<file path="src/rtl/rec_post_seq.sv">
module rec_post_seq #(
  parameter int AW      = 48,
  parameter int DW      = 512,
  parameter int TIMEOUT = 1024
) (
  input  logic          clk,
  input  logic          rst_n,
  input  logic          cfg_verify,
  input  logic          cfg_plain_wr,
  input  logic          rec_valid,
  output logic          rec_ready,
  input  logic [AW-1:0] rec_addr,
  input  logic [DW-1:0] rec_data,
  input  logic [AW-1:0] db_addr,
  input  logic [31:0]   db_value,
  output logic          req_valid,
  input  logic          req_ready,
  output logic [1:0]    req_type,
  output logic [AW-1:0] req_addr,
  output logic [7:0]    req_len,
  output logic          req_ns,
  output logic          req_ro,
  output logic [DW-1:0] req_data,
  input  logic          req_done,
  input  logic          cpl_valid,
  input  logic [DW-1:0] cpl_data,
  output logic          irq,
  input  logic          irq_clr,
  output logic          err_stale,
  output logic          err_timeout
);
  localparam logic [7:0] REC_BYTES = 8'(DW / 8);
  localparam logic [7:0] DB_BYTES  = 8'd4;
  localparam logic [1:0] T_MWR = 2'd0;
  localparam logic [1:0] T_BWR = 2'd1;
  localparam logic [1:0] T_BRD = 2'd2;
  localparam int CW = $clog2(TIMEOUT + 1);
  localparam logic [CW-1:0] CNT_LAST = CW'(TIMEOUT - 1);

  typedef enum logic [2:0] {
    S_IDLE, S_WR, S_WR_WT, S_RD, S_CPL, S_DB, S_DB_WT, S_ERR
  } st_t;

  st_t           st;
  logic [AW-1:0] r_addr, r_db_addr;
  logic [DW-1:0] r_data;
  logic [31:0]   r_db_val;
  logic          r_verify, r_plain;
  logic [CW-1:0] cnt;
  logic          irq_q, stale_q, to_q;

  assign rec_ready = (st == S_IDLE) && !irq_q;
  assign req_valid = (st == S_WR) || (st == S_RD) || (st == S_DB);
  assign req_type  = (st == S_RD) ? T_BRD : (r_plain ? T_MWR : T_BWR);
  assign req_addr  = (st == S_DB) ? r_db_addr : r_addr;
  assign req_len   = (st == S_DB) ? DB_BYTES : REC_BYTES;
  assign req_data  = (st == S_DB) ? DW'(r_db_val) : (st == S_WR) ? r_data : '0;
  assign req_ns    = 1'b0;
  assign req_ro    = 1'b0;
  assign irq         = irq_q;
  assign err_stale   = stale_q;
  assign err_timeout = to_q;

  always_ff @(posedge clk) begin
    if (!rst_n) begin
      st        <= S_IDLE;
      r_addr    <= '0;
      r_db_addr <= '0;
      r_data    <= '0;
      r_db_val  <= '0;
      r_verify  <= 1'b0;
      r_plain   <= 1'b0;
      cnt       <= '0;
      irq_q     <= 1'b0;
      stale_q   <= 1'b0;
      to_q      <= 1'b0;
    end else begin
      if (irq_clr) irq_q <= 1'b0;
      unique case (st)
        S_IDLE: if (rec_valid && rec_ready) begin
          r_addr    <= rec_addr;
          r_data    <= rec_data;
          r_db_addr <= db_addr;
          r_db_val  <= db_value;
          r_verify  <= cfg_verify;
          r_plain   <= cfg_plain_wr;
          st        <= S_WR;
        end
        S_WR:    if (req_ready) st <= S_WR_WT;
        S_WR_WT: if (req_done) st <= r_verify ? S_RD : S_DB;
        S_RD: if (req_ready) begin
          cnt <= '0;
          st  <= S_CPL;
        end
        S_CPL: begin
          if (cpl_valid) begin
            if (cpl_data == r_data) st <= S_DB;
            else begin
              stale_q <= 1'b1;
              st      <= S_ERR;
            end
          end else if (cnt == CNT_LAST) begin
            to_q <= 1'b1;
            st   <= S_ERR;
          end else begin
            cnt <= cnt + 1'b1;
          end
        end
        S_DB:    if (req_ready) st <= S_DB_WT;
        S_DB_WT: if (req_done) begin
          irq_q <= 1'b1;
          st    <= S_IDLE;
        end
        S_ERR:   st <= S_ERR;
        default: st <= S_ERR;
      endcase
    end
  end
endmodule

</file>
<file path="config.mk">
export PLATFORM = sky130hd
export DESIGN_NAME = rec_post_seq
export DESIGN_NICKNAME = d
export VERILOG_FILES = /design/src/rtl/rec_post_seq.sv
export SDC_FILE = /design/constraint.sdc
export NUM_CORES = 2
export LEC_CHECK = 0
export ABC_AREA = 0
export BUFFER_PORTS_ARGS = -buffer_cell sky130_fd_sc_hd__buf_2
export CAP_MARGIN = 15
export CELL_PAD_IN_SITES_DETAIL_PLACEMENT = 1
export CELL_PAD_IN_SITES_GLOBAL_PLACEMENT = 1
export CORE_AREA = 5 5 669 671
export CTS_CLUSTER_DIAMETER = 30
export DETAILED_ROUTE_END_ITERATION = 8
export DIE_AREA = 0 0 674 676
export GPL_ROUTABILITY_DRIVEN = 0
export PLACE_DENSITY = 0.33
export SYNTH_ARGS = -nofsm -noshare
export SYNTH_HDL_FRONTEND = slang
export SYNTH_SLANG_ARGS = --single-unit
</file>
<file path="constraint.sdc">
create_clock -name clk -period 5.17 [get_ports clk]
set_clock_uncertainty 0.2 [all_clocks]
set_input_delay 1.034 -clock clk [delete_from_list [all_inputs] [get_ports clk]]
set_output_delay 1.034 -clock clk [all_outputs]
set_load 0.03 [all_outputs]
</file>
==> results_dict.tcl <==
set metrics [dict create \
    cts.sinks 659 \
    grt-busiest-layer "met2" \
    setup_violations 0 \
    critical_path_required_ps 3940 \
    start_util_pct 7.718 \
    drc 0 \
    rows 244 \
    antenna_found_initial 369 \
    grt_util_met3_pct 6.265 \
    power.leakage_nw 25.62 \
    cts_root_buf "clkbuf_16" \
    post_drt_wl_per_cell_um 35.07 \
    ys_top_cells_by_count "1440 x nand2_1, 659 x dfxtp_1, 515 x xnor2_1" \
    fillers 52490 \
    final_util_pct 14.04 \
    htree_levels 5 \
    status "complete, no violations" \
    drv_cap 0 \
    grt_use_met2_pct 33.37 \
    ir_drop_v 0.0002356 \
    crit_slowest_cell "dfxtp_1" \
    use_met1_pct 20.46 \
    synth_cells 4307 \
    vias 41390 \
    cp_top_family "buffers and inverters" \
    fin_nets 7481 \
    final_cell_area_um2 61850 \
    critical_path.endpoint_type "primary output" \
    yosys_register_bits 659 \
    synth_warnings 0 \
    final_antenna_net_count 0 \
    synth_area_leaders "dfxtp_1 39%, nand2_1 16%, xnor2_1 13%" \
    synthArstFlopShare_pct 0 \
    dr.pass1.iters 5 \
    ys.flop_type "dfxtp_1" \
    slew_headroom_pct 15.00 \
    grt_pass1_wl_mm 533.9 \
    synthDistinctLibCells 45 \
    critPathMaxStageDelay_ps 600 \
    syn2layout_area_growth_pct 81.88 \
    finalNonFillerCells 12630 \
    fin_hold_ws_ps 172.6 \
    drt_wl_total_mm 443.0 \
    design.core.area_um2 440500 \
    drt-initial-drc-count 2332 \
    crit_arrival_ps 3540 \
    die_w_um 674 \
    synth_edf_count 0 \
    multi_input_area_um2 20010 \
    grt_max_degree 125 \
    ioPinCount 1738 \
    worst_slew_pin_slew_ps 1266 \
    worst-path-buf-inv 6 \
    cts_tree "built" \
    synth_top_area_share_pct 38.80 \
    place_inst 11910 \
    ys_seq_area_share_pct 38.80 \
    avgSynthCellArea_um2 7.895 \
    cts.hold.buffers_added 0 \
    start_kind "flop" \
    period_share_pct 92.39 \
    placedInstanceArea_um2 51600 \
    rsz0062_at_grt "no" \
    clk_latency_ps 910 \
    slew_viol_final 0 \
    p_per_area_nw_per_um2 550.6 \
    clockBufferDepth 4 \
    drive_above_1_share_pct 37.95 \
    cp_common_cell "buf_12" \
    clk_transition_reported_paths_ps 40 \
    fin_ws_ps 393.3 \
    grt_pass1_vias 43200 \
    syn-cell-area_um2 34000 \
    max_freq_ghz 0.2093 \
    via_per_inst 3.276 \
    gr-total-overflow 0 \
    grtUsageTotal_pct 18.54 \
    post-dp-hpwl_mm 389.0 \
    path_class "reg -> out" \
    hold_viol_final 0 \
    numCtsBuffers 306 \
    synth_top_area_cell "dfxtp_1" \
    worstPathCellList "inv_1 > nor3_4 > buf_12 > buf_4 > buf_12 > buf_12 > and2_1 > buf_2" \
    path_max_fanout 67 \
    min_path_type "in -> reg" \
    fp.dieArea_um2 455600 \
    register_area_um2 13190 \
    yosys.cell_count.top_type "nand2_1" \
    die_h_um 676 \
    min_period_ps 4777 \
    post-place-ws_ps -265.6 \
    portBuffers 1729 \
]
[cells by family after synthesis]
family	Yosys count	share of synthesized area, %
multiplexers	1	0.02944
other	1	0.01103
XOR/XNOR	521	13.42
AND/OR/NAND/NOR	2131	28.60
AO/OA/AOI/OAI	692	15.43
buffers and inverters	301	3.672
flip-flops	659	38.80
adder cells (fa/ha/maj)	1	0.03679
[state kept, by name, summed over array words and instances, names as in the netlist]
name         count
r_data         512
r_addr          48
r_db_addr       48
r_db_val        32
cnt             11
st               3
err_stale        1
err_timeout      1
irq              1
r_plain          1
r_verify         1
[cell type report]
cell class,count,area share [%]
Sequential cell,659,21.33
Timing Repair Buffer,1994,17.84
Inverter,4,0.02630
Multi-Input combinational cell,3354,32.36
Clock buffer,493,14.72
Tap cell,5904,11.94
Antenna cell,180,0.7283
Clock inverter,46,1.050
[tightest hold or removal path, cell delays in order]
cell      delay (ps)
buf_2            100
nand2_1           50
a21boi_1          50
[power breakdown]
group	leakage, nW	internal, mW	total [mW]	switching, mW
Clock	4.75	11.9	17.0	5.12
Combinational	15.5	2.81	9.61	6.80
Sequential	5.40	6.01	7.47	1.45
Total	25.6	20.7	34.1	13.4
[what timing repair did]
action	in CTS	in global routing
buffers inserted	0	3
resized for setup	2	0
endpoints found under the setup margin	3	2
pin swaps	0	1
[per-stage QoR]
stage                     TNS, ps  total power, mW
after floorplan                 0            10.89
after global placement      -2321            17.68
after detailed placement   -522.2            17.76
after CTS                       0            35.08
after global routing            0            35.64
final                           0            34.05
[cells in the final DEF (no fill, tap or decap), drive strengths merged]
cell type | Yosys | layout
a21boi | 643 | 643
a21oi | 4 | 4
a22o | 32 | 32
a22oi | 1 | 1
a31oi | 1 | 1
a32o | 2 | 2
a41oi | 1 | 1
and2 | 484 | 484
and3 | 1 | 1
and3b | 1 | 1
and4 | 1 | 1
buf | 75 | 1994
clkbuf | 222 | 493
clkinv | 0 | 38
conb | 1 | 8
dfxtp | 659 | 659
diode | 0 | 180
ha | 1 | 1
inv | 4 | 12
mux2i | 1 | 1
nand2 | 1440 | 1440
nand2b | 2 | 2
nand3 | 3 | 3
nand4 | 141 | 141
nand4b | 1 | 1
nor2 | 15 | 15
nor2b | 1 | 1
nor3 | 1 | 1
nor3b | 1 | 1
nor4 | 36 | 36
o21ai | 5 | 5
o221a | 1 | 1
o311a | 1 | 1
o41ai | 1 | 1
or2 | 1 | 1
or3 | 2 | 2
xnor2 | 515 | 515
xor2 | 6 | 6
[per-layer routing]
metal | share of wire [%] | vias to the layer above
met2 | 50 | 1964
met1 | 38 | 20190
met4 | 3.8 | 122
li1 | - | 18280
met3 | 7.8 | 835
met5 | 0.19 | -
[final timing paths]
check / startpoint / endpoint / slack [ps] / cells past startpoint
worst max-delay path: st[0] / req_data[172] / 390 / 8
worst min-delay path: rec_data[214] / r_data[214] / 170 / 3
worst max register to register: r_data[241] / err_stale / 540 / 9
worst min register to register: r_db_addr[43] / r_db_addr[43] / 250 / 2
No activity file was read; power rests on OpenSTA's default activity.
